--- src/rtl/baud_tick_pkg.sv ---
package baud_tick_pkg;
  typedef struct packed {
    logic clear;
    logic run;
  } baud_strobe_t;
endpackage

--- src/rtl/baud_ctrl.sv ---
module baud_ctrl
  import baud_tick_pkg::*;
#(
  parameter int MantW = 12,
  parameter int FracW = 4
) (
  input  logic                   clk,
  input  logic                   rstN,
  input  logic                   enable,
  input  logic [MantW+FracW-1:0] divisor,
  input  logic                   overEight,
  output baud_strobe_t           strobe
);
  localparam int DivW = MantW + FracW;

  logic [DivW-1:0] effDiv;
  logic [DivW-1:0] prevDiv;
  logic            prevMode;
  logic            prevEn;
  logic            changed;
  logic            mantZero;

  // In 8x mode the top fraction bit is masked out, so writing it is no change.
  always_comb begin
    effDiv = divisor;
    if (overEight) effDiv[FracW-1] = 1'b0;
  end

  assign changed  = (effDiv != prevDiv) || (overEight != prevMode);
  assign mantZero = (divisor[DivW-1:FracW] == '0);

  always_ff @(posedge clk) begin
    if (!rstN) begin
      prevDiv  <= '0;
      prevMode <= 1'b0;
      prevEn   <= 1'b0;
    end else begin
      prevDiv  <= effDiv;
      prevMode <= overEight;
      prevEn   <= enable;
    end
  end

  always_comb begin
    strobe.clear = !enable || !prevEn || changed;
    strobe.run   = !strobe.clear && !mantZero;
  end
endmodule

--- src/rtl/baud_datapath.sv ---
module baud_datapath
  import baud_tick_pkg::*;
#(
  parameter int MantW = 12,
  parameter int FracW = 4
) (
  input  logic                   clk,
  input  logic                   rstN,
  input  logic [MantW+FracW-1:0] divisor,
  input  logic                   overEight,
  input  baud_strobe_t           strobe,
  output logic                   ovsTick,
  output logic                   bitTick
);
  localparam int DivW = MantW + FracW;
  localparam int CntW = MantW + 1;
  localparam logic [FracW-1:0] LastHi = FracW'((1 << FracW) - 1);
  localparam logic [FracW-1:0] LastLo = FracW'((1 << (FracW - 1)) - 1);

  logic [MantW-1:0] mant;
  logic [FracW-1:0] fracEff;
  logic [FracW-1:0] acc;
  logic [FracW-1:0] accNext;
  logic [FracW:0]   sumWide;
  logic             carry;
  logic [CntW-1:0]  len;
  logic [CntW-1:0]  cnt;
  logic             cntEnd;
  logic [FracW-1:0] osCnt;
  logic [FracW-1:0] osLast;

  assign mant = divisor[DivW-1:FracW];

  always_comb begin
    if (overEight) begin
      fracEff = {1'b0, divisor[FracW-2:0]};
      osLast  = LastLo;
    end else begin
      fracEff = divisor[FracW-1:0];
      osLast  = LastHi;
    end
  end

  // Add the fraction once per interval; the carry out stretches this interval.
  assign sumWide = {1'b0, acc} + {1'b0, fracEff};

  always_comb begin
    if (overEight) begin
      carry   = sumWide[FracW-1];
      accNext = {1'b0, sumWide[FracW-2:0]};
    end else begin
      carry   = sumWide[FracW];
      accNext = sumWide[FracW-1:0];
    end
  end

  assign len     = {1'b0, mant} + CntW'(carry);
  assign cntEnd  = (cnt == len - CntW'(1));
  assign ovsTick = strobe.run && cntEnd;
  assign bitTick = ovsTick && (osCnt == osLast);

  always_ff @(posedge clk) begin
    if (!rstN || strobe.clear) begin
      cnt   <= '0;
      acc   <= '0;
      osCnt <= '0;
    end else if (strobe.run) begin
      if (cntEnd) begin
        cnt   <= '0;
        acc   <= accNext;
        osCnt <= (osCnt == osLast) ? '0 : osCnt + FracW'(1);
      end else begin
        cnt <= cnt + CntW'(1);
      end
    end
  end
endmodule

--- src/rtl/baud_tick_gen.sv ---
module baud_tick_gen
  import baud_tick_pkg::*;
#(
  parameter int MantW = 12,
  parameter int FracW = 4
) (
  input  logic                   clk,
  input  logic                   rstN,
  input  logic                   enable,
  input  logic [MantW+FracW-1:0] divisor,
  input  logic                   overEight,
  output logic                   ovsTick,
  output logic                   bitTick
);
  baud_strobe_t strobe;

  baud_ctrl #(.MantW(MantW), .FracW(FracW)) ctrl (
    .clk(clk), .rstN(rstN), .enable(enable), .divisor(divisor),
    .overEight(overEight), .strobe(strobe)
  );

  baud_datapath #(.MantW(MantW), .FracW(FracW)) dp (
    .clk(clk), .rstN(rstN), .divisor(divisor), .overEight(overEight),
    .strobe(strobe), .ovsTick(ovsTick), .bitTick(bitTick)
  );
endmodule

--- config.mk ---
export PLATFORM = sky130hd
export DESIGN_NAME = baud_tick_gen
export DESIGN_NICKNAME = d
export VERILOG_FILES = /design/src/rtl/baud_tick_pkg.sv /design/src/rtl/baud_ctrl.sv /design/src/rtl/baud_datapath.sv /design/src/rtl/baud_tick_gen.sv
export SDC_FILE = /design/constraint.sdc
export NUM_CORES = 1
export LEC_CHECK = 0
export CORE_ASPECT_RATIO = 0.9
export CORE_MARGIN = 4
export CORE_UTILIZATION = 59
export CTS_BUF_LIST = sky130_fd_sc_hd__clkbuf_4 sky130_fd_sc_hd__clkbuf_8
export DETAILED_ROUTE_END_ITERATION = 10
export PLACE_DENSITY_LB_ADDON = 0.15
export SYNTH_ARGS = -nofsm -noshare
export SYNTH_HDL_FRONTEND = slang
export SYNTH_SLANG_ARGS = --single-unit
export TNS_END_PERCENT = 50
--- constraint.sdc ---
create_clock -name clk -period 3.8 [get_ports clk]
set_input_delay 0.38 -clock clk [delete_from_list [all_inputs] [get_ports clk]]
set_output_delay 0.38 -clock clk [all_outputs]
set_load 0.005 [all_outputs]
==> flow_metrics.tcl, run 1 <==
set metrics [dict create \
    max_freq_mhz 254 \
    power_density_nw_per_um2 279 \
    cts_root_buffer "clkbuf_8" \
    finalCritPeriodShare_pct 103 \
    crit_chain "ha_4 -> fa_2 -> a21oi_2 -> nor2b_1 -> o31ai_2 -> ha_2 -> ha_4 -> or3b_4 -> a211oi_2 -> o22a_1 -> nand4_1 -> nand4b_1 -> buf_4 -> buf_4 -> buf_4 -> or4_4 -> a21oi_2" \
    start_util_pct 61.5 \
    cts_tree "built" \
    drt_iter0_markers 155 \
    end_kind "flop" \
    max_cap_violations 0 \
    synth-adder-area-share_pct 5.24 \
    synth-simple-area-share_pct 26.9 \
    endpoint "dp.acc[3]" \
    reg2reg_to "dp.acc[3]" \
    synth_nets 289 \
    core.rowCount 21 \
    synth.distinct_cells 48 \
    track_usage_pct 23.9 \
    slowest_stage "or4_4" \
    path_depth 17 \
    viasPerCell 5.88 \
    netlist_area_um2 2290 \
    ios 22 \
    clk_pin_slew_worst_paths_ns 0.08 \
    crit_type "flop to flop" \
    netlist_top_cells_area "dfxtp_1 (34%), xnor2_1 (8.4%), xor2_1 (6.5%)" \
    synthCells 260 \
    yosysSeqAreaShare_pct 34.0 \
    whs_ns 0.498 \
    violations "setup timing" \
    nets 340 \
    worst-endpoint-arrival_ns 4.17 \
    rrSetupSlack_ns -0.13 \
    worst_pin_slew_ns 0.423 \
    crit_path_frequent_cell "buf_4" \
    synth_seq_cells 39 \
    synth_compound_area_share_pct 14.0 \
    reg2reg_depth 17 \
    worstHoldPathType "flop to flop" \
    finalHoldViolCount 0 \
    clock-sinks 39 \
    ys_warn_count 0 \
    place_area_um2 2700 \
    die_h_um 67.1 \
    clockBufferDepth 2 \
    clkLatencyLatePin_ns 0.30 \
    coreArea_um2 3730 \
    drive_gt1_share_pct 26.0 \
    gp_congestion 0.890 \
    area_growth_pct 32.0 \
    die-area_um2 4950 \
    num-fill-cells 232 \
    grt_max_degree 20 \
    synth_ff_type "dfxtp_1" \
    ant_nets 0 \
    min_period_ns 3.93 \
    grt_remaining_overflow 0 \
    async_reset_ff_share_pct 0 \
    synth_mux_area_share_pct 0 \
    antenna_found_initial 0 \
    setup_viol 3 \
    final_common_cell "dfxtp_1" \
    cp.required_ns 4.04 \
    p_leak_nw 1.15 \
    slew_headroom_pct 71.5 \
    crit_family "simple AND/OR/NAND/NOR gates" \
    synth_edf_count 0 \
    synth_top_family_by_area "simple AND/OR/NAND/NOR gates" \
    via_count 2105 \
    cp.buffers_inverters 3 \
    skew_ns 0.00725 \
    grt_pass1_wl_um 9020 \
    critPathLaunch "dp.acc[0]" \
    numCtsBuffers 5 \
    instances_no_fill 358 \
    final_cell_mix "dfxtp_1 (37), buf_4 (34), xnor2_1 (22), and2_1 (19), xor2_1 (16)" \
    setup_ws_ns -0.131 \
    avgSynthCellArea_um2 8.82 \
    antenna_cells 0 \
    status "complete, but fails checks" \
    cpPeakStageDelay_ns 0.42 \
    p_total_uw 845 \
    synth_xor_area_share_pct 14.9 \
    crit_path_start_kind "flop" \
    ctsHoldBuffers 0 \
    first_pass_iters 4 \
    synth_top_cell_by_area "dfxtp_1" \
    fp.dieW_um 73.7 \
    wl_per_cell_um 16.8 \
    grt_pass1_vias 1943 \
    placed_cells 339 \
    irDropWorstVdd_mv 0.285 \
    drt-total-wl_um 6010 \
    drc 0 \
    synth_top_area_share_pct 34.0 \
    rsz0062_at_grt "yes" \
    place_hpwl_um 3830 \
    cts-htree-levels 2 \
    stdcell_area_um2 3030 \
    crit_fanout 4 \
    io_buffer_count 21 \
    drv_slew 0 \
    r2r-start "dp.acc[0]" \
]
cell families (layout without fill, tap and decap cells):
| family | count (synthesis) | in the layout |
|---|---|---|
| XOR/XNOR | 39 | 39 |
| adder cells (fa/ha/maj) | 9 | 9 |
| AO/OA/AOI/OAI | 48 | 48 |
| AND/OR/NAND/NOR | 101 | 101 |
| buffers and inverters | 24 | 76 |
| flip-flops | 39 | 39 |
where the power goes:
part	internal (mW)	switching [mW]	total, mW
logic	0.0687	0.0636	0.132
registers	0.418	0.00456	0.423
clock network	0.136	0.154	0.290
total	0.623	0.222	0.845
registers in the layout, summed over array words and instances (netlist names):
name and count:
ctrl.prevDiv 16, ctrl.prevEn 1, ctrl.prevMode 1, dp.acc 4, dp.cnt 13, dp.osCnt 4
what timing repair did:
item | CTS | global route
gates cloned | 0 | 1
buffers inserted | 5 | 5
gates resized for setup | 36 | 11
setup endpoints to repair | 23 | 17
pin swaps | 15 | 17
cell type report:
type                    instances  area, um2  area share (%)
well taps                      46       57.6            1.90
repair buffers                 59        520            17.2
flip-flops and latches         39        783            25.9
clock buffers                   6       76.3            2.52
inverters                       9       33.8            1.12
multi-input cells             197       1540            51.0
clock inverters                 2       12.5           0.413
cells in the mapped netlist (3+ instances only):
master and n:
nand2_1 7, buf_2 6, o21ai_0 12, clkbuf_1 5, nor4_1 3, nand4b_1 4, ha_1 8, xor2_1 17
nand3_1 14, a31oi_1 4, dfxtp_1 39, nor4_2 3, a21oi_1 15, buf_4 4, xnor2_1 22, nand4_1 12
inv_1 9, o31ai_1 3, and3_1 4, nor2b_1 3, nor2_1 13, and2_1 19, or3_1 6
stage by stage:
stage,setup WS (ns),setup TNS [ns],utilization (%)
floorplan,0.313,0,-
global placement,-0.735,-8.39,72.3
detailed placement,-0.849,-11.16,72.3
CTS,0.00295,0,77.9
global route,-0.250,-1.58,81.2
finish,-0.131,-0.337,81.2
routing by layer:
layer | vias up | GRT usage, % | routed length [um]
met3 | 11 | 5.06 | 390
met4 | 0 | 9.95 | 106
li1 | 1027 | - | -
met5 | - | 0 | 0
met1 | 1005 | 32.4 | 2750
met2 | 62 | 36.7 | 2760
worst min-delay path, delay by kind of cell, from the launching register on:
kind	cells	cell delay [ns]
AO/OA/AOI/OAI	2	0.12
flip-flops	1	0.33
worst min-delay path by stage:
stage	slack, ns	startpoint	cells after the start	end
3_5_place_dp	0.48	dp.acc[0]	2	dp.acc[0]
2_1_floorplan	0.45	dp.acc[0]	2	dp.acc[0]
4_1_cts	0.50	dp.osCnt[2]	2	dp.osCnt[2]
6_report	0.50	dp.osCnt[2]	2	dp.osCnt[2]
3_3_place_gp	0.47	dp.acc[3]	2	dp.acc[3]
5_1_grt	0.51	dp.osCnt[2]	2	dp.osCnt[2]
(Power assumes the default switching activity.)
==> inputs of run 2 (changes only) <==
Settings changed: CAP_MARGIN set to 20.
==> results of run 2 <==
The final DEF is identical to that of run 1; final timing and power are the same.
==> inputs of run 3 (changes only) <==
Settings changed: CAP_MARGIN 20 to 30, PLACE_DENSITY set to 0.83, PLACE_DENSITY_LB_ADDON 0.15 to unset.
==> run 3 against run 2 <==
The flow still finishes with violations (setup timing). Clock skew up 0.0048 ns. Maximum frequency down 1.0%. Routed wire length up 9.7%. Global-route usage up 3.6 points. Final cell count down 1.4%. Sequential cell count unchanged. Design area down 3.0%. Clock power about the same. Register-to-register slack better by 0.04 ns. Critical path depth down 2. Total power down 0.15%.
==> flow_metrics.tcl, run 3 (same netlist as run 1, synthesis figures left out) <==
set metrics [dict create \
    coreArea_um2 3730 \
    drive_gt1_share_pct 24.4 \
    cts_root_buffer "clkbuf_8" \
    max_freq_mhz 252 \
    status "complete, but fails checks" \
    nets 336 \
    fp.dieW_um 73.7 \
    area_growth_pct 28.1 \
    drv_slew 0 \
    drt-total-wl_um 6590 \
    cp.required_ns 3.42 \
    switchingPower_uw 216 \
    place_hpwl_um 4230 \
    swShare_pct 25.6 \
    num-fill-cells 229 \
    p_total_uw 844 \
    violations "setup timing" \
    grt_max_degree 20 \
    grt_remaining_overflow 0 \
    pwr-share-clk_pct 34.0 \
    die_h_um 67.1 \
    clkLatencyLatePin_ns 0.30 \
    largest_reg_flops 16 \
    finalCritPeriodShare_pct 105 \
    regMostFlops "ctrl.prevDiv" \
    viasPerCell 6.16 \
    crit_fanout 3 \
    wl_per_cell_um 18.7 \
    ant_nets 0 \
    end_kind "primary output" \
    drt_iter0_markers 202 \
    min_period_ns 3.97 \
    placed_cells 340 \
    worst-endpoint-arrival_ns 3.59 \
    final_common_cell "dfxtp_1" \
    skew_ns 0.0120 \
    drc 0 \
    via_count 2176 \
    antenna_found_initial 0 \
    max_cap_violations 0 \
    final_cell_mix "dfxtp_1 (37), buf_4 (34), xnor2_1 (22), and2_1 (19), xor2_1 (17)" \
    clock-sinks 39 \
    pwr-share-seq_pct 50.1 \
    power_density_nw_per_um2 287 \
    worstHoldPathType "flop to flop" \
    worst_pin_slew_ns 0.494 \
    cts-htree-levels 2 \
    first_pass_iters 6 \
    cpPeakStageDelay_ns 0.39 \
    p_comb_share_pct 15.9 \
    place_ws_ns -0.807 \
    numCtsBuffers 5 \
    die-area_um2 4950 \
    setup_viol 10 \
    cts_tree "built" \
    ios 22 \
    instances_no_fill 353 \
    setup_ws_ns -0.171 \
    p_leak_nw 1.10 \
    crit_chain "ha_4 -> fa_2 -> a21oi_2 -> nor2b_1 -> o31ai_4 -> ha_2 -> ha_4 -> or3b_4 -> a211oi_2 -> o22a_1 -> nand4_1 -> nand4b_1 -> buf_4 -> nor2_2 -> buf_2" \
    crit_type "flop to primary output" \
    slowest_stage "or3b_4" \
    finalHoldViolCount 0 \
    rsz0062_at_grt "yes" \
    cellInternalPower_uw 628 \
    crit_path_start_kind "flop" \
    start_util_pct 61.5 \
    crit_path_frequent_cell "ha_4" \
    gp_congestion 0.919 \
    clockBufferDepth 2 \
    track_usage_pct 27.5 \
    reg.largest.list "ctrl.prevDiv: 16 flops, dp.cnt: 13 flops" \
    irDropWorstVdd_mv 0.291 \
    clk_pin_slew_worst_paths_ns 0.08 \
    slew_headroom_pct 66.8 \
    grt_pass1_wl_um 10400 \
    antenna_cells 0 \
    io_buffer_count 21 \
    grt_pass1_vias 2169 \
    core.rowCount 21 \
]
==> run 3: cell count changes in the layout (fill, tap and decap cells not counted), sizes merged <==
cell,previous run,this run
buf,39,37
clkbuf,7,6
clkinvlp,1,0
clkdlybuf4s15,2,1
==> run 3: repair_timing <==
action                     CTS  global route
hold endpoints to repair     0             0
setup endpoints to repair   22            19
hold buffers                 0             0
setup buffers                5             2
pin swaps                   16             7
resized for setup           39             5
==> run 3: routing by layer <==
| layer | up-vias | GRT usage (%) | share of wire (%) |
|---|---|---|---|
| met1 | 1042 | 33.3 | 41 |
| li1 | 1016 | - | - |
| met2 | 97 | 47.5 | 49 |
| met3 | 21 | 6.25 | 7.5 |
| met5 | - | 0 | 0 |
| met4 | 0 | 10.2 | 3.0 |
==> run 3: final timing paths <==
check	startpoint	endpoint	slack, ns	depth (start not counted)
min	dp.osCnt[2]	dp.osCnt[2]	0.50	2
min reg2reg	dp.osCnt[2]	dp.osCnt[2]	0.50	2
max reg2reg	dp.acc[0]	dp.acc[3]	-0.09	16
max	dp.acc[0]	ovsTick	-0.17	15
==> run 3: metrics by stage <==
step / TNS, ns / util (%) / instance area, um2 / hold slack (ns)
5_1_grt: -2.04 / 78.7 / 2940 / 0.516
3_3_place_gp: -6.95 / 72.2 / 2690 / 0.465
4_1_cts: 0 / 77.6 / 2900 / 0.483
2_1_floorplan: 0 / - / 2290 / 0.453
6_report: -0.459 / 78.7 / 2940 / 0.503
3_5_place_dp: -10.25 / 72.2 / 2690 / 0.479
==> run 3: critical path: cells and delay by family (launching register included) <==
family          cells  cell delay [ns]
compound gates      4             0.66
fa+ha+maj           4             0.93
buf+inv             2             0.32
flops               1             0.35
simple gates        5             1.02
==> run 3: layout make-up <==
| class | instances | area, um2 | share of cell area [%] |
|---|---|---|---|
| multi-input cells | 197 | 1530 | 52.0 |
| flip-flops and latches | 39 | 786 | 26.7 |
| clock inverters | 1 | 5.00 | 0.170 |
| repair buffers | 55 | 447 | 15.2 |
| clock buffers | 6 | 82.6 | 2.81 |
| well taps | 46 | 57.6 | 1.96 |
| inverters | 9 | 33.8 | 1.15 |
==> run 3: power groups by stage <==
stage | registers [mW] | clock network, mW | logic, mW
3_3_place_gp | 0.432 | 0 | 0.112
2_1_floorplan | 0.432 | 0 | 0.0670
3_5_place_dp | 0.433 | 0 | 0.117
5_1_grt | 0.423 | 0.305 | 0.142
6_report | 0.423 | 0.287 | 0.134
4_1_cts | 0.423 | 0.286 | 0.123
